### config.mk
export PLATFORM = sky130hd
export DESIGN_NAME = evdma_channel
export DESIGN_NICKNAME = d
export VERILOG_FILES = /design/src/rtl/evdma_pkg.sv /design/src/rtl/evdma_regs.sv /design/src/rtl/evdma_xfer.sv /design/src/rtl/evdma_cmpl.sv /design/src/rtl/evdma_channel.sv
export SDC_FILE = /design/constraint.sdc
export NUM_CORES = 1
export LEC_CHECK = 0
export BUFFER_PORTS_ARGS = -buffer_cell sky130_fd_sc_hd__clkbuf_2
export CAP_MARGIN = 0
export CELL_PAD_IN_SITES_DETAIL_PLACEMENT = 1
export CELL_PAD_IN_SITES_GLOBAL_PLACEMENT = 1
export CORE_ASPECT_RATIO = 0.6
export CORE_MARGIN = 2
export CORE_UTILIZATION = 33
export CTS_BUF_LIST = sky130_fd_sc_hd__clkbuf_8
export DETAILED_ROUTE_END_ITERATION = 12
export GPL_ROUTABILITY_DRIVEN = 0
export PLACE_DENSITY = 0.62
export SYNTH_ARGS = -nofsm -noshare
export SYNTH_HDL_FRONTEND = slang
export SYNTH_SLANG_ARGS = --single-unit
export TNS_END_PERCENT = 100
### constraint.sdc
create_clock -name clk_i -period 4.1 [get_ports clk_i]
set_input_delay 0.205 -clock clk_i [delete_from_list [all_inputs] [get_ports clk_i]]
set_output_delay 0.205 -clock clk_i [all_outputs]
set_load 0.01 [all_outputs]
### src/rtl/evdma_pkg.sv
package evdma_pkg;
   typedef enum logic [3:0] {
      REG_OPT    = 4'd0,
      REG_SIZE   = 4'd1,
      REG_COUNT  = 4'd2,
      REG_FRAMES = 4'd3,
      REG_DEST   = 4'd4,
      REG_RBASE  = 4'd5,
      REG_REND   = 4'd6,
      REG_STAT   = 4'd7,
      REG_LANDED = 4'd8
   } reg_sel_e;

   localparam int CLR_MID_BIT  = 0;
   localparam int CLR_FIN_BIT  = 1;
   localparam int CLR_MISS_BIT = 2;
endpackage

### src/rtl/evdma_regs.sv
module evdma_regs
   import evdma_pkg::*;
#(
   parameter int ADDR_W = 32,
   parameter int SIZE_W = 3,
   parameter int CNT_W  = 16,
   parameter int STAT_W = 9,
   parameter int LAND_W = 16
) (
   input  logic              clk_i,
   input  logic              rst_ni,
   input  logic              cfg_we_i,
   input  logic [3:0]        cfg_addr_i,
   input  logic [ADDR_W-1:0] cfg_wdata_i,
   input  logic [ADDR_W-1:0] dst_i,
   input  logic [CNT_W-1:0]  cnt_i,
   input  logic [CNT_W-1:0]  frames_i,
   input  logic [STAT_W-1:0] stat_i,
   input  logic [LAND_W-1:0] landed_i,
   output logic              mid_en_o,
   output logic              fin_en_o,
   output logic [SIZE_W-1:0] size_o,
   output logic [ADDR_W-1:0] ring_base_o,
   output logic [ADDR_W-1:0] ring_end_o,
   output logic [ADDR_W-1:0] cfg_rdata_o
);
   always_ff @(posedge clk_i or negedge rst_ni) begin
      if (!rst_ni) begin
         mid_en_o    <= 1'b0;
         fin_en_o    <= 1'b0;
         size_o      <= SIZE_W'(1);
         ring_base_o <= '0;
         ring_end_o  <= '0;
      end else if (cfg_we_i) begin
         case (cfg_addr_i)
            REG_OPT:   {fin_en_o, mid_en_o} <= cfg_wdata_i[1:0];
            REG_SIZE:  size_o      <= cfg_wdata_i[SIZE_W-1:0];
            REG_RBASE: ring_base_o <= cfg_wdata_i;
            REG_REND:  ring_end_o  <= cfg_wdata_i;
            default: ;
         endcase
      end
   end

   always_comb begin
      cfg_rdata_o = '0;
      case (cfg_addr_i)
         REG_OPT:    cfg_rdata_o = ADDR_W'({fin_en_o, mid_en_o});
         REG_SIZE:   cfg_rdata_o = ADDR_W'(size_o);
         REG_COUNT:  cfg_rdata_o = ADDR_W'(cnt_i);
         REG_FRAMES: cfg_rdata_o = ADDR_W'(frames_i);
         REG_DEST:   cfg_rdata_o = dst_i;
         REG_RBASE:  cfg_rdata_o = ring_base_o;
         REG_REND:   cfg_rdata_o = ring_end_o;
         REG_STAT:   cfg_rdata_o = ADDR_W'(stat_i);
         REG_LANDED: cfg_rdata_o = ADDR_W'(landed_i);
         default:    cfg_rdata_o = '0;
      endcase
   end
endmodule

### src/rtl/evdma_xfer.sv
module evdma_xfer
   import evdma_pkg::*;
#(
   parameter int ADDR_W     = 32,
   parameter int CNT_W      = 16,
   parameter int ELEM_BYTES = 4,
   parameter int SIZE_W     = 3
) (
   input  logic                    clk_i,
   input  logic                    rst_ni,
   input  logic                    ev_i,
   input  logic [8*ELEM_BYTES-1:0] ev_data_i,
   input  logic                    cfg_we_i,
   input  logic [3:0]              cfg_addr_i,
   input  logic [ADDR_W-1:0]       cfg_wdata_i,
   input  logic [SIZE_W-1:0]       size_i,
   input  logic [ADDR_W-1:0]       ring_base_i,
   input  logic [ADDR_W-1:0]       ring_end_i,
   input  logic                    wr_ack_i,
   output logic                    wr_req_o,
   output logic [ADDR_W-1:0]       wr_addr_o,
   output logic [8*ELEM_BYTES-1:0] wr_data_o,
   output logic [ELEM_BYTES-1:0]   wr_strb_o,
   output logic [ADDR_W-1:0]       dst_o,
   output logic [CNT_W-1:0]        cnt_o,
   output logic [CNT_W-1:0]        frames_o,
   output logic                    land_o,
   output logic                    land_final_o,
   output logic                    miss_o
);
   localparam int DW = 8 * ELEM_BYTES;

   logic              q_valid_q;
   logic [DW-1:0]     q_data_q;
   logic [CNT_W-1:0]  reload_q;
   logic [ELEM_BYTES-1:0] strb_nxt;
   logic              ack, slot_free, ev_ok, issue_q, issue_ev, issue, enq;
   logic [ADDR_W:0]   dst_sum;
   logic [ADDR_W-1:0] dst_nxt;

   for (genvar b = 0; b < ELEM_BYTES; b++) begin : g_strb
      assign strb_nxt[b] = (size_i > SIZE_W'(b));
   end

   assign ack       = wr_req_o && wr_ack_i;
   assign slot_free = !wr_req_o || wr_ack_i;
   assign ev_ok     = ev_i && ((cnt_o > CNT_W'(q_valid_q)) || (frames_o > CNT_W'(1)));
   assign issue_q   = slot_free && q_valid_q;
   assign issue_ev  = slot_free && !q_valid_q && ev_ok;
   assign issue     = issue_q || issue_ev;
   assign enq       = ev_ok && !issue_ev && (!q_valid_q || issue_q);
   assign miss_o    = ev_ok && q_valid_q && !issue_q;
   assign land_o    = ack;

   assign dst_sum = (ADDR_W+1)'(dst_o) + (ADDR_W+1)'(size_i);
   assign dst_nxt = (dst_sum >= (ADDR_W+1)'(ring_end_i)) ? ring_base_i : dst_sum[ADDR_W-1:0];

   always_ff @(posedge clk_i or negedge rst_ni) begin
      if (!rst_ni) begin
         wr_req_o     <= 1'b0;
         wr_addr_o    <= '0;
         wr_data_o    <= '0;
         wr_strb_o    <= '0;
         land_final_o <= 1'b0;
         q_valid_q    <= 1'b0;
         q_data_q     <= '0;
         dst_o        <= '0;
         cnt_o        <= '0;
         reload_q     <= '0;
         frames_o     <= '0;
      end else begin
         if (issue) begin
            wr_req_o  <= 1'b1;
            wr_addr_o <= dst_o;
            wr_data_o <= q_valid_q ? q_data_q : ev_data_i;
            wr_strb_o <= strb_nxt;
            dst_o     <= dst_nxt;
            if (cnt_o == CNT_W'(1)) begin
               if (frames_o > CNT_W'(1)) begin
                  cnt_o        <= reload_q;
                  frames_o     <= frames_o - 1'b1;
                  land_final_o <= 1'b0;
               end else begin
                  cnt_o        <= '0;
                  land_final_o <= 1'b1;
               end
            end else begin
               cnt_o        <= cnt_o - 1'b1;
               land_final_o <= 1'b0;
            end
         end else if (ack) begin
            wr_req_o <= 1'b0;
         end

         if (enq) begin
            q_valid_q <= 1'b1;
            q_data_q  <= ev_data_i;
         end else if (issue_q) begin
            q_valid_q <= 1'b0;
         end

         if (cfg_we_i) begin
            case (cfg_addr_i)
               REG_COUNT: begin
                  cnt_o    <= cfg_wdata_i[CNT_W-1:0];
                  reload_q <= cfg_wdata_i[CNT_W-1:0];
               end
               REG_FRAMES: frames_o <= cfg_wdata_i[CNT_W-1:0];
               REG_DEST:   dst_o    <= cfg_wdata_i;
               default: ;
            endcase
         end
      end
   end

   assert_req_hold_R2: assert property (@(posedge clk_i) disable iff (!rst_ni)
      wr_req_o && !wr_ack_i |=> wr_req_o && $stable(wr_addr_o) && $stable(wr_data_o) && $stable(wr_strb_o));

   assert_miss_full_R10: assert property (@(posedge clk_i) disable iff (!rst_ni)
      miss_o |-> q_valid_q && wr_req_o && !wr_ack_i);

   assert_idle_ignore_R11: assert property (@(posedge clk_i) disable iff (!rst_ni)
      !wr_req_o && !q_valid_q && cnt_o == '0 && frames_o <= CNT_W'(1) |=> !wr_req_o);

   assert_queue_issue_R9: assert property (@(posedge clk_i) disable iff (!rst_ni)
      q_valid_q && ack |=> wr_req_o);
endmodule

### src/rtl/evdma_cmpl.sv
module evdma_cmpl #(
   parameter int PEND_W   = 4,
   parameter int LAND_W   = 16,
   parameter bit PEND_SAT = 1'b1
) (
   input  logic              clk_i,
   input  logic              rst_ni,
   input  logic              land_i,
   input  logic              land_final_i,
   input  logic              mid_en_i,
   input  logic              fin_en_i,
   input  logic              miss_i,
   input  logic              clr_mid_i,
   input  logic              clr_fin_i,
   input  logic              clr_miss_i,
   input  logic              clr_landed_i,
   output logic [PEND_W-1:0] mid_o,
   output logic [PEND_W-1:0] fin_o,
   output logic              missed_o,
   output logic [LAND_W-1:0] landed_o,
   output logic              irq_o
);
   logic              mid_inc, fin_inc;
   logic [PEND_W-1:0] mid_base, fin_base, mid_nxt, fin_nxt;

   assign mid_inc  = land_i && !land_final_i && mid_en_i;
   assign fin_inc  = land_i && land_final_i && fin_en_i;
   assign mid_base = clr_mid_i ? '0 : mid_o;
   assign fin_base = clr_fin_i ? '0 : fin_o;

   if (PEND_SAT) begin : g_sat
      assign mid_nxt = (mid_inc && !(&mid_base)) ? mid_base + 1'b1 : mid_base;
      assign fin_nxt = (fin_inc && !(&fin_base)) ? fin_base + 1'b1 : fin_base;
   end else begin : g_wrap
      assign mid_nxt = mid_inc ? mid_base + 1'b1 : mid_base;
      assign fin_nxt = fin_inc ? fin_base + 1'b1 : fin_base;
   end

   always_ff @(posedge clk_i or negedge rst_ni) begin
      if (!rst_ni) begin
         mid_o    <= '0;
         fin_o    <= '0;
         missed_o <= 1'b0;
         landed_o <= '0;
      end else begin
         mid_o    <= mid_nxt;
         fin_o    <= fin_nxt;
         missed_o <= miss_i || (missed_o && !clr_miss_i);
         if (clr_landed_i) landed_o <= LAND_W'(land_i);
         else if (land_i)  landed_o <= landed_o + 1'b1;
      end
   end

   assign irq_o = (mid_en_i && (mid_o != '0)) || (fin_en_i && (fin_o != '0));

   assert_landed_step_R8: assert property (@(posedge clk_i) disable iff (!rst_ni)
      land_i && !clr_landed_i |=> landed_o == LAND_W'($past(landed_o) + 1'b1));

   assert_mid_only_on_ack_R5: assert property (@(posedge clk_i) disable iff (!rst_ni)
      !land_i && !clr_mid_i |=> $stable(mid_o));

   assert_fin_only_on_ack_R6: assert property (@(posedge clk_i) disable iff (!rst_ni)
      !land_i && !clr_fin_i |=> $stable(fin_o));

   assert_miss_sticky_R10: assert property (@(posedge clk_i) disable iff (!rst_ni)
      missed_o && !clr_miss_i |=> missed_o);
endmodule

### src/rtl/evdma_channel.sv
module evdma_channel
   import evdma_pkg::*;
#(
   parameter int ADDR_W     = 32,
   parameter int CNT_W      = 16,
   parameter int ELEM_BYTES = 4,
   parameter int PEND_W     = 4,
   parameter int LAND_W     = 16,
   parameter bit PEND_SAT   = 1'b1
) (
   input  logic                    clk_i,
   input  logic                    rst_ni,
   input  logic                    ev_i,
   input  logic [8*ELEM_BYTES-1:0] ev_data_i,
   input  logic                    cfg_we_i,
   input  logic [3:0]              cfg_addr_i,
   input  logic [ADDR_W-1:0]       cfg_wdata_i,
   output logic [ADDR_W-1:0]       cfg_rdata_o,
   output logic                    wr_req_o,
   output logic [ADDR_W-1:0]       wr_addr_o,
   output logic [8*ELEM_BYTES-1:0] wr_data_o,
   output logic [ELEM_BYTES-1:0]   wr_strb_o,
   input  logic                    wr_ack_i,
   output logic                    irq_o
);
   localparam int SIZE_W = $clog2(ELEM_BYTES + 1);
   localparam int STAT_W = 2 * PEND_W + 1;

   if (ELEM_BYTES < 1) begin : g_bad_elem
      $error("ELEM_BYTES must be at least 1");
   end
   if (CNT_W > ADDR_W || LAND_W > ADDR_W || STAT_W > ADDR_W || SIZE_W > ADDR_W) begin : g_bad_width
      $error("register fields must fit in ADDR_W");
   end
   if (PEND_W < 1 || CNT_W < 2) begin : g_bad_cnt
      $error("PEND_W and CNT_W too small");
   end

   logic              mid_en, fin_en, land, land_final, miss, missed;
   logic [SIZE_W-1:0] size;
   logic [ADDR_W-1:0] ring_base, ring_end, dst;
   logic [CNT_W-1:0]  cnt, frames;
   logic [PEND_W-1:0] mid_cnt, fin_cnt;
   logic [LAND_W-1:0] landed;
   logic              stat_we, clr_landed;

   assign stat_we    = cfg_we_i && (cfg_addr_i == REG_STAT);
   assign clr_landed = cfg_we_i && (cfg_addr_i == REG_LANDED);

   evdma_regs #(
      .ADDR_W(ADDR_W), .SIZE_W(SIZE_W), .CNT_W(CNT_W), .STAT_W(STAT_W), .LAND_W(LAND_W)
   ) u_regs (
      .clk_i, .rst_ni, .cfg_we_i, .cfg_addr_i, .cfg_wdata_i,
      .dst_i(dst), .cnt_i(cnt), .frames_i(frames),
      .stat_i({missed, fin_cnt, mid_cnt}), .landed_i(landed),
      .mid_en_o(mid_en), .fin_en_o(fin_en), .size_o(size),
      .ring_base_o(ring_base), .ring_end_o(ring_end), .cfg_rdata_o
   );

   evdma_xfer #(
      .ADDR_W(ADDR_W), .CNT_W(CNT_W), .ELEM_BYTES(ELEM_BYTES), .SIZE_W(SIZE_W)
   ) u_xfer (
      .clk_i, .rst_ni, .ev_i, .ev_data_i, .cfg_we_i, .cfg_addr_i, .cfg_wdata_i,
      .size_i(size), .ring_base_i(ring_base), .ring_end_i(ring_end), .wr_ack_i,
      .wr_req_o, .wr_addr_o, .wr_data_o, .wr_strb_o,
      .dst_o(dst), .cnt_o(cnt), .frames_o(frames),
      .land_o(land), .land_final_o(land_final), .miss_o(miss)
   );

   evdma_cmpl #(
      .PEND_W(PEND_W), .LAND_W(LAND_W), .PEND_SAT(PEND_SAT)
   ) u_cmpl (
      .clk_i, .rst_ni, .land_i(land), .land_final_i(land_final),
      .mid_en_i(mid_en), .fin_en_i(fin_en), .miss_i(miss),
      .clr_mid_i(stat_we && cfg_wdata_i[CLR_MID_BIT]),
      .clr_fin_i(stat_we && cfg_wdata_i[CLR_FIN_BIT]),
      .clr_miss_i(stat_we && cfg_wdata_i[CLR_MISS_BIT]),
      .clr_landed_i(clr_landed),
      .mid_o(mid_cnt), .fin_o(fin_cnt), .missed_o(missed), .landed_o(landed), .irq_o
   );

   assert_irq_source_R13: assert property (@(posedge clk_i) disable iff (!rst_ni)
      irq_o |-> (mid_en && mid_cnt != '0) || (fin_en && fin_cnt != '0));
endmodule

; Yosys cells after proc, flatten, opt, wreduce, memory -nomap -nowiden
; Cells that the tools add are included.
[totals]
mem_count = 0
latchBits = 0
wordCells = 120
out_inout_bits = 102
mem_bits_rw = 0
romBits = 0
reg_bits = 277
in_bits = 73
[op_classes]
div = 0
mul = 0
eq_ne = 9
bitwise_logic = 0
order_cmp = 7
muxes = 28
shift = 0
add_sub_neg = 6
n_reduce_logical = 50
[op_table]
columns = cell, n
row1 = 32-bit case mux with 9 select lines, 1
row2 = 16-bit two-way mux, 12
row3 = 32-bit two-way mux, 5
row4 = 32-bit by 3-bit adder with 33-bit output, 1
row5 = 33-bit by 32-bit greater-or-equal comparator with 1-bit output, 1
row6 = "16-bit by 1-bit subtractor with 16-bit output, second input constant", 2
row7 = 1-bit logical AND, 23
row8 = "16-bit by 1-bit adder with 16-bit output, second input constant", 1
row9 = "16-bit by 1-bit == test with 1-bit output, second input constant", 1
row10 = "4-bit by 3-bit == test with 1-bit output, second input constant", 4
row11 = 16-bit by 1-bit > comparator with 1-bit output, 1
row12 = "16-bit by 1-bit > comparator with 1-bit output, second input constant", 1
row13 = 4-bit two-way mux, 4
row14 = 2-bit AND reduction, 5
row15 = "4-bit by 1-bit adder with 4-bit output, second input constant", 2
row16 = "4-bit by 2-bit == test with 1-bit output, second input constant", 2
row17 = 1-bit logical NOT, 8
row18 = 4-bit AND reduction, 2
row19 = 4-bit nonzero test, 2
row20 = "3-bit by 1-bit > comparator with 1-bit output, second input constant", 2
row21 = "3-bit by 2-bit > comparator with 1-bit output, second input constant", 2
row22 = 1-bit logical OR, 6
row23 = 1-bit two-way mux, 6
row24 = 2-bit nonzero test, 3
row25 = 3 further kinds, 3

; Depth between registers and ports, before layout
; Gate-level depths: netlist of run 1.
[logic_depth]
word_depth = 8
depth_mapped = 17

; Modules after synthesis
; From an unflattened synthesis of run 1, not the netlist that was laid out.
[unflattened]
cells_unflattened = 1579
hier_area_um2 = 15782.6
[by_module_without_submodules]
columns = module, instances, cells_each, area_each_um2
row1 = evdma_xfer, 1, 1082, 10103.4
row2 = evdma_regs, 1, 359, 4311.6
row3 = evdma_cmpl, 1, 128, 1307.5
row4 = evdma_channel, 1, 10, 60.1

; Worst setup path after synthesis of run 1
; OpenSTA, ideal clock, no wires.
[synth_path]
path_type = register -> register
start = reg u_regs.size_o[1]
end = reg u_xfer.dst_o[31]
stages_incl_launch_ff = 18
setup_ns = 0.133
t_arrival_ns = 4.244
slack_ns = -0.276
synth_period_minus_slack_ns = 4.376
cell_sequence = dfrtp_1 ha_1 a21o_1 a21oi_1 or3_1 buf_1 nor2_1 xor2_1 ha_1 nand4_1 nor4_1 a221o_1 a211o_1 a211oi_1 buf_2 clkbuf_1 mux2i_1 o22ai_1
[synth_via]
elab_chain_cells = 6
[synth_rtl]
columns = item, line
row1 = from (decl), evdma_regs.sv:22  ; output logic [SIZE_W-1:0] size_o,
row2 = from (signal assigned), evdma_regs.sv:37  ; REG_SIZE: size_o <= cfg_wdata_i[SIZE_W-1:0];
row3 = 32-bit by 3-bit adder with 33-bit output (*), evdma_xfer.sv:55  ; assign dst_sum = (ADDR_W+1)'(dst_o) + (ADDR_W+1)'(size_i);
row4 = 33-bit by 32-bit greater-or-equal comparator with 1-bit output, evdma_xfer.sv:56  ; assign dst_nxt = (dst_sum >= (ADDR_W+1)'(ring_end_i)) ? ring_base_i : dst_sum[ADDR_W-1:0];
row5 = 32-bit two-way mux (*), evdma_xfer.sv:56
row6 = 32-bit two-way mux (*), evdma_xfer.sv:72  ; if (issue) begin
row7 = 32-bit two-way mux, evdma_xfer.sv:103  ; case (cfg_addr_i)
row8 = 32-bit two-way mux (*), evdma_xfer.sv:102  ; if (cfg_we_i) begin
row9 = to (signal assigned), evdma_xfer.sv:77  ; dst_o <= dst_nxt;
row10 = to (signal assigned), evdma_xfer.sv:109  ; REG_DEST: dst_o <= cfg_wdata_i;
row11 = to (decl), evdma_xfer.sv:24  ; output logic [ADDR_W-1:0] dst_o,
; Every way passes the cells marked *; elsewhere a longest branch is shown, timed or not.
; A chain may end at the register's enable or synchronous reset.

; Worst setup path after layout of run 1
[layout_path]
start = reg u_regs.size_o[0]
end = reg u_xfer.dst_o[25]
; Same word-level chain as after synthesis.

==> flow_summary.toml, run 1 <==
[synth]
ys.flop_type = "dfrtp_1"
synth-compound-area-share = 0.119
synthDistinctLibCells = 65
synth_enable_flop_cells = 0
muxShareOfSynthArea = 0.130
synth_top_family_by_area = "simple AND/OR/NAND/NOR gates"
synth_cells = 1546
synth.yosys.seq_area_share = 0.466
synth_nets = 1663
yosys_warnings = 0
synth_fa_ha_area_frac = 0.0381
netlist_area_sq_um = 14900
synth-xor-area-share = 0.0412
synthArstFlopShare = 1.00
yosys.area_share.simple = 0.169
synth.avg_cell_area_sq_um = 9.63
ys_ff_latch = 277

[power]
ir_worst_vdd_mv = 0.259
netSwitchingFraction = 0.391
powerDensity_nw_per_um2 = 612
power.total_mw = 11.5
power.leakage_nw = 8.78
seqPwrFrac = 0.381
p_sw_mw = 4.49
intPower_mw = 7.00
pwr-share-clk = 0.237
combPwrFrac = 0.383

[route]
first_pass_iters = 8
dr_total_vias = 13300
wl_per_cell_microns = 22.4
ant_nets = 0
viasPerCell = 5.41
drc = 0
routed_wl_mm = 54.9
drt_iter0_drc = 1108

[cells_and_area]
nets = 1944
diodes = 0
final_cells = 2453
syn2layout_area_growth_pct = 26.0
final_cell_mix = "275 x dfrtp_1, 268 x nand2_1, 173 x clkbuf_2, 94 x nor2_1, 86 x o21ai_0"
fillerInstances = 5159
stdcell_area_sq_um = 18800
layout_commonest_cell = "dfrtp_1"
register_area_sq_um = 6930
multi_input_area_sq_um = 7620
drive_above_1_share = 0.240

[timing]
setup_viol = 0
final-max-slew-violation-count = 0
hold_violations = 0
finalCritPeriodShare = 0.991
fin_crit_ns = 4.06
worstMarginPinSlew_ns = 0.870
clock_skew_ns = 0.0561
grt_setup_unrepaired = "yes"
setup_ws_ns = 0.0355
fmax_mhz = 246
relSlewSlack = 0.418
fin_setup_tns_ns = 0

[die]
dieArea_sq_um = 46900
die_h_microns = 169
io_pins = 175
coreArea_sq_um = 44700
die_x_microns = 278
row_count = 60
start_util = 0.333

[clock_network]
numCtsBuffers = 46
cts_sinks = 277
cts-root-buf = "clkbuf_8"
cts-htree-levels = 2
cts_tree = "done"
cts.clk_slew.worst_paths_ns = 0.08
clk_path_buf_depth = 3
clk_latency_ns = 0.63

[critical_path]
crit_type = "reg2reg"
path_max_fanout = 6
cp_cell_sequence = "ha_4, fa_2, a21oi_4, nor3_4, nand2b_1, nor2_2, xor2_1, ha_1, nand4_1, nor4_4, a221o_1, a211o_1, a211oi_4, buf_6, clkbuf_16, mux2i_1, o22ai_1"
start_kind = "flip-flop"
end_kind = "flip-flop"
cp_slowest_cell = "dfstp_2"
crit_arrival_ns = 4.53
required_ns = 4.57
slowest_delay_ns = 0.57
reg2reg_from = "u_regs.size_o[0]"
startpoint = "u_regs.size_o[0]"

[grt]
grt_max_degree = 99
antenna_found_initial = 2
grt_pass1_vias = 13900
grt_pass1_wl_mm = 84.3
grt_usage = 0.233
gr-total-overflow = 0

[place]
portBuffers = 174
dpl_cell_area_sq_um = 16800
dp_hpwl_mm = 39.6
dp_slack_ns = -0.158
place_inst = 2290

[outcome]
outcome = "finished, final reports clean"

[job]
drv_cap = 0

[min_path]
hp-class = "in2reg"
min_from = "cfg_wdata_i[2]"
==> cell usage after synthesis (all sizes together), types with 7 or more instances <==
master  count  share of area
o21ai      98          0.033
a31oi       9         0.0038
mux2i      76          0.051
xnor2      32          0.019
dfrtp     276           0.46
nand2     269          0.068
clkbuf     62          0.016
a222oi      7         0.0047
nor2       97          0.024
nand4      25          0.011
mux2      104          0.079
nor2b       7         0.0029
inv        45          0.011
o211ai     14         0.0071
xor2       38          0.022
and2       13         0.0055
nor4       14         0.0059
or3        10         0.0042
a211oi      7         0.0035
nor3       30          0.010
a21oi      70          0.024
o22ai       9         0.0038
nand2b     10         0.0042
nand3      39          0.013
and3       22         0.0092
buf        28          0.010
ha         43          0.036
a22oi      31          0.016
==> sequential cells by signal, indices dropped and copies added, names as in the netlist, 3 cells and up <==
register / cells
u_xfer.wr_data_o: 32
u_xfer.wr_strb_o: 4
u_xfer.reload_q: 16
u_xfer.frames_o: 16
u_cmpl.fin_o: 4
u_regs.ring_base_o: 32
u_cmpl.landed_o: 16
u_regs.ring_end_o: 32
u_xfer.dst_o: 32
u_regs.size_o: 3
u_xfer.q_data_q: 32
u_xfer.cnt_o: 16
u_xfer.wr_addr_o: 32
u_cmpl.mid_o: 4
==> cell families (layout without fill, tap and decap cells) <==
logic type	count (synthesis)	in the layout
AND/OR/NAND/NOR	554	554
AO/OA/AOI/OAI	285	285
flip-flops	277	277
multiplexers	180	180
buffers and inverters	135	453
XOR/XNOR	70	70
adder cells (fa/ha/maj)	45	45
==> metal layers <==
layer  routed length, microns  part of all wire  global-route usage  vias up
met3                     4090             0.075              0.0573       76
met5                        0                 0                   0        -
met4                     1010             0.018              0.0505        0
li1                         -                 -                   -     6018
met2                    22600              0.41               0.327      396
met1                    27200              0.49               0.357     6780
==> worst max-delay path: cells and delay by family, from the launching register on <==
kind,cells,cell delay (ns)
adder cells (fa/ha/maj),3,0.68
buffers and inverters,2,0.33
XOR/XNOR,1,0.26
multiplexers,1,0.19
AO/OA/AOI/OAI,5,1.11
flip-flops,1,0.57
AND/OR/NAND/NOR,5,0.74
==> path summary, 6_finish.rpt <==
| path | endpoint | slack, ns | cells after the start |
|---|---|---|---|
| setup / recovery | u_xfer.dst_o[25] | 0.04 | 17 |
| hold / removal | u_xfer.frames_o[2] | 0.07 | 3 |
| setup reg to reg | u_xfer.dst_o[25] | 0.04 | 17 |
| hold reg to reg | u_xfer.reload_q[9] | 0.47 | 2 |
| max in group asynchronous | u_xfer.wr_data_o[13] | 2.83 | 3 |
| min in group asynchronous | u_regs.ring_base_o[6] | 0.23 | 2 |
==> per-stage QoR <==
stage                     hold slack (ns)  utilization
after floorplan                   -0.0906            -
final                              0.0722        0.420
after global placement              0.331        0.376
after global routing               0.0755        0.420
after CTS                          0.0219        0.414
after detailed placement            0.333        0.376
==> layout make-up <==
class,instances,area share
Inverter,45,0.00900
Sequential cell,277,0.370
Clock buffer,64,0.0469
Multi-Input combinational cell,1134,0.406
Tap cell,589,0.0393
Clock inverter,21,0.00707
Timing Repair Buffer,323,0.122
==> power groups by stage <==
stage	sequential [mW]	clock, mW	combinational, mW
floorplan	4.24	0	2.34
global placement	4.35	0	3.83
detailed placement	4.40	0	3.94
CTS	4.35	2.80	4.04
global route	4.49	2.91	4.83
finish	4.37	2.72	4.39
==> timing repair <==
action / CTS / global route
hold buffers: 62 / 0
buffers inserted: 3 / 10
setup endpoints to repair: 32 / 32
endpoints found under the hold margin: 266 / 0
pin swaps: 3 / 29
resized for setup: 6 / 38
gates cloned: 0 / 3
(Power assumes the default switching activity.)
==> run 2, diff against run 1 <==
==> constraint.sdc (replaced) <==
create_clock -name clk_i -period 4.1 [get_ports clk_i]
set_input_delay 0.205 -clock clk_i [delete_from_list [all_inputs] [get_ports clk_i]]
set_output_delay 0.205 -clock clk_i [all_outputs]
set_load 0.1 [all_outputs]
==> flow_summary.toml, run 2 (synthesized netlist as in run 1, its figures left out) <==
[clock_network]
cts-root-buf = "clkbuf_8"
cts_tree = "done"
cts.clk_slew.worst_paths_ns = 0.07
clk_latency_ns = 0.64
cts_sinks = 277
cts-htree-levels = 2
clk_path_buf_depth = 3
numCtsBuffers = 49

[die]
die_h_microns = 169
start_util = 0.333
die_x_microns = 278
coreArea_sq_um = 44700
io_pins = 175
dieArea_sq_um = 46900
row_count = 60

[cells_and_area]
diodes = 0
final_cells = 2463
layout_commonest_cell = "dfrtp_1"
nets = 1956
final_cell_mix = "275 x dfrtp_1, 268 x nand2_1, 173 x clkbuf_2, 95 x o21ai_0, 93 x nor2_1"
syn2layout_area_growth_pct = 26.7
drive_above_1_share = 0.248
post-route-util = 0.422

[timing]
relSlewSlack = 0.372
fin_crit_ns = 4.03
finalCritPeriodShare = 0.982
grt_setup_unrepaired = "yes"
clock_skew_ns = 0.0506
fmax_mhz = 248
hold_violations = 0
setup_viol = 0
worstMarginPinSlew_ns = 0.942
final-max-slew-violation-count = 0

[critical_path]
start_kind = "flip-flop"
required_ns = 4.61
crit_arrival_ns = 4.54
end_kind = "flip-flop"
crit_type = "reg2reg"
path_max_fanout = 5

[route]
first_pass_iters = 6
dr_total_vias = 13300
drc = 0
wl_per_cell_microns = 22.6
routed_wl_mm = 55.8
ant_nets = 0
drt_iter0_drc = 1072
viasPerCell = 5.41

[grt]
grt_pass1_wl_mm = 84.9
grt_max_degree = 88
grt_pass1_vias = 13800
gr-total-overflow = 0
antenna_found_initial = 3
grt_usage = 0.235

[min_path]
hp-class = "in2reg"

[outcome]
outcome = "finished, final reports clean"

[place]
place_inst = 2293
dp_hpwl_mm = 39.8
portBuffers = 174

[job]
drv_cap = 0

[power]
powerDensity_nw_per_um2 = 715
power.leakage_nw = 8.85
ir_worst_vdd_mv = 0.338
## run 2: cell types whose count changed in the layout (fill, tap and decap cells not counted), sizes merged
cell | before | now
buf | 86 | 96
bufinv | 1 | 0
clkbuf | 239 | 240
clkinv | 5 | 4
inv | 60 | 61
## run 2: critical path: stages (launching register included)
cell and delay, ns:
dfstp_2 0.55, ha_4 0.14, fa_2 0.23, a21oi_4 0.07, nor3_4 0.32, nand2b_4 0.14, nor2_4 0.14, xor2_2 0.17
ha_1 0.27, nand4_1 0.15, nor4_2 0.07, a221o_1 0.36, a211o_1 0.32, a211oi_4 0.28, buf_4 0.17, buf_12 0.11
o22ai_1 0.07, a221o_1 0.34
## run 2: area by class of cell
type                       instances  area (sq um)
clock inverter                    20           111
clock buffer                      66           908
timing repair buffer             332          2330
fill                            5110         25800
inverter                          45           169
tap                              589           737
sequential                       277          6930
multi-input combinational       1134          7680
## run 2: worst paths after layout
check / startpoint / endpoint / slack [ns] / cells after the start
setup / recovery: u_regs.size_o[0] / u_xfer.dst_o[21] / 0.07 / 17
hold / removal: cfg_wdata_i[1] / u_xfer.frames_o[1] / 0.07 / 3
setup reg to reg: u_regs.size_o[0] / u_xfer.dst_o[21] / 0.07 / 17
hold reg to reg: u_xfer.wr_addr_o[17] / u_xfer.wr_addr_o[17] / 0.47 / 2
max in group asynchronous: rst_ni / u_regs.ring_end_o[25] / 2.80 / 3
min in group asynchronous: rst_ni / u_cmpl.mid_o[1] / 0.16 / 2
## run 2: where the power goes
part	switching [mW]	total, mW	internal (mW)
combinational	4.33	6.38	2.05
clock	1.28	2.72	1.44
sequential	0.828	4.38	3.56
## run 2: per-layer routing
| layer | wire length, microns | vias to the layer above | GRT usage |
|---|---|---|---|
| met2 | 22700 | 486 | 0.327 |
| met4 | 838 | 2 | 0.0477 |
| met3 | 4890 | 77 | 0.0656 |
| li1 | - | 6038 | - |
| met5 | 13 | - | 0 |
| met1 | 27300 | 6724 | 0.359 |
## run 2: per-stage QoR
stage          setup TNS, ns  cell area, sq um  hold WS, ns  power [mW]  worst slack [ns]
3_3_place_gp        -0.00239             16800        0.267        10.1          -0.00239
6_report                   0             18900       0.0687        13.5            0.0725
2_1_floorplan              0             14900      -0.0906        8.44            0.0220
5_1_grt               -0.982             18900       0.0585        14.2           -0.0823
3_5_place_dp          -0.914             16800        0.274        10.2            -0.129
4_1_cts                    0             18600       0.0248        13.4          0.000153
## run 2: repair_timing
item                       4_1_cts  5_1_grt
setup endpoints to repair       24       32
pin swaps                       10       25
gates cloned                     2        1
hold buffers                    62        0
hold endpoints to repair       261        0
buffers inserted                 8       13
resized for setup               17       33
==> run 3, diff against run 2 <==
==> constraint.sdc (replaced) <==
create_clock -name clk_i -period 4.1 [get_ports clk_i]
set_input_delay 0.205 -clock clk_i [delete_from_list [all_inputs] [get_ports clk_i]]
set_output_delay 0.205 -clock clk_i [all_outputs]
set_load 0.02 [all_outputs]
==> flow_summary.toml, run 3 (synthesized netlist as in run 1, its figures left out) <==
[outcome]
outcome = "finished, final reports clean"

[critical_path]
crit_arrival_ns = 4.46
path_max_fanout = 11
reg2reg_from = "u_xfer.dst_o[0]"
required_ns = 4.54
r2r-end = "u_xfer.dst_o[15]"
ff2ff_path_depth = 18
end_kind = "flip-flop"
start_kind = "flip-flop"
r2r_slack_ns = 0.08
crit_type = "reg2reg"

[clock_network]
clk_latency_ns = 0.60
cts_tree = "done"
cts.clk_slew.worst_paths_ns = 0.07
cts_sinks = 277
cts-root-buf = "clkbuf_8"
cts-htree-levels = 2
numCtsBuffers = 46
clk_path_buf_depth = 3

[die]
coreArea_sq_um = 44700
start_util = 0.333
io_pins = 175
die_x_microns = 278
dieArea_sq_um = 46900
row_count = 60
die_h_microns = 169

[timing]
setup_viol = 0
fmax_mhz = 249
clock_skew_ns = 0.0223
fin_crit_ns = 4.02
relSlewSlack = 0.358
grt_setup_unrepaired = "yes"
setup_ws_ns = 0.0836
final-max-slew-violation-count = 0
hold_violations = 0
finalCritPeriodShare = 0.980
worstMarginPinSlew_ns = 0.959

[cells_and_area]
layout_commonest_cell = "dfrtp_1"
fillerInstances = 5118
drive_above_1_share = 0.237
nets = 1938
syn2layout_area_growth_pct = 25.3
diodes = 0
stdcell_area_sq_um = 18700
final_cells = 2440
final_cell_mix = "275 x dfrtp_1, 268 x nand2_1, 173 x clkbuf_2, 91 x o21ai_0, 90 x nor2_1"

[grt]
grt_max_degree = 92
grt_usage = 0.235
gr-total-overflow = 0
grt_pass1_vias = 13900
antenna_found_initial = 0
grt_pass1_wl_mm = 85.3

[route]
first_pass_iters = 5
viasPerCell = 5.43
dr_total_vias = 13200
drt_iter0_drc = 1174
drc = 0
ant_nets = 0
wl_per_cell_microns = 22.7
routed_wl_mm = 55.4

[power]
ir_worst_vdd_mv = 0.247
intPower_mw = 6.92
power.total_mw = 11.6
p_sw_mw = 4.65
seqPwrFrac = 0.379
powerDensity_nw_per_um2 = 620
netSwitchingFraction = 0.402
power.leakage_nw = 8.73
combPwrFrac = 0.395
pwr-share-clk = 0.226

[place]
portBuffers = 174
dpl_cell_area_sq_um = 16700
dp_hpwl_mm = 39.2
place_inst = 2282
dp_slack_ns = -0.155

[min_path]
hp-class = "in2reg"
min_from = "cfg_wdata_i[2]"
whs_endpoint = "u_xfer.frames_o[2]"
whs_path_depth = 3

[job]
drv_cap = 0
run 3: how the worst max path moves through the flow:
stage                           from                to  slack [ns]  depth (start not counted)
detailed placement  u_regs.size_o[0]  u_xfer.dst_o[30]       -0.16                         16
CTS                 u_regs.size_o[0]  u_xfer.dst_o[21]        0.02                         17
global route        u_regs.size_o[2]  u_xfer.dst_o[21]       -0.10                         15
global placement    u_regs.size_o[0]  u_xfer.dst_o[21]       -0.02                         16
finish               u_xfer.dst_o[0]  u_xfer.dst_o[15]        0.08                         18
floorplan           u_regs.size_o[0]  u_xfer.dst_o[31]        0.02                         17
run 3: final cells by class:
type,instances,area [sq um],share of cell area
Timing Repair Buffer,317,2250,0.121
Sequential cell,277,6930,0.372
Clock buffer,58,798,0.0428
Inverter,45,169,0.00905
Multi-Input combinational cell,1134,7620,0.408
Clock inverter,20,153,0.00818
Tap cell,589,737,0.0395
run 3: per-stage QoR:
stage / util / setup TNS, ns / hold WS [ns]
floorplan: - / 0 / -0.0906
global placement: 0.375 / -0.0195 / 0.295
CTS: 0.412 / 0 / 0.0449
detailed placement: 0.375 / -1.86 / 0.293
global route: 0.418 / -0.570 / 0.0592
finish: 0.418 / 0 / 0.0964
run 3: critical path: stages, from the launching register on:
cell,delay [ns]
dfrtp_1,0.43
ha_4,0.19
fa_2,0.40
a21oi_4,0.16
nor3_2,0.06
buf_4,0.16
nand2b_4,0.11
nor2_2,0.05
xor2_1,0.18
ha_1,0.32
nand4_1,0.18
nor4_4,0.09
a221o_1,0.32
a211o_1,0.27
a211oi_4,0.36
buf_12,0.20
buf_12,0.11
mux2i_1,0.16
o21ai_0,0.12
run 3: routing by layer:
layer / vias up / share of wire / GRT usage
met5: - / 0 / 0
met4: 0 / 0.014 / 0.0407
met3: 67 / 0.066 / 0.0399
met2: 392 / 0.42 / 0.340
met1: 6788 / 0.50 / 0.369
li1: 6002 / - / -
run 3: what timing repair did:
item / 4_1_cts / 5_1_grt
gates cloned: 1 / 1
setup buffers: 5 / 12
hold buffers: 62 / 0
hold endpoints to repair: 247 / 0
resized for setup: 9 / 35
pin swaps: 9 / 26
endpoints found under the setup margin: 32 / 32
run 3: power by group through the flow:
stage / logic (mW) / registers [mW] / clock network (mW)
finish: 4.57 / 4.39 / 2.61
global route: 4.97 / 4.49 / 2.82
CTS: 4.36 / 4.35 / 2.69
detailed placement: 4.15 / 4.39 / 0
global placement: 4.03 / 4.35 / 0
floorplan: 2.36 / 4.42 / 0
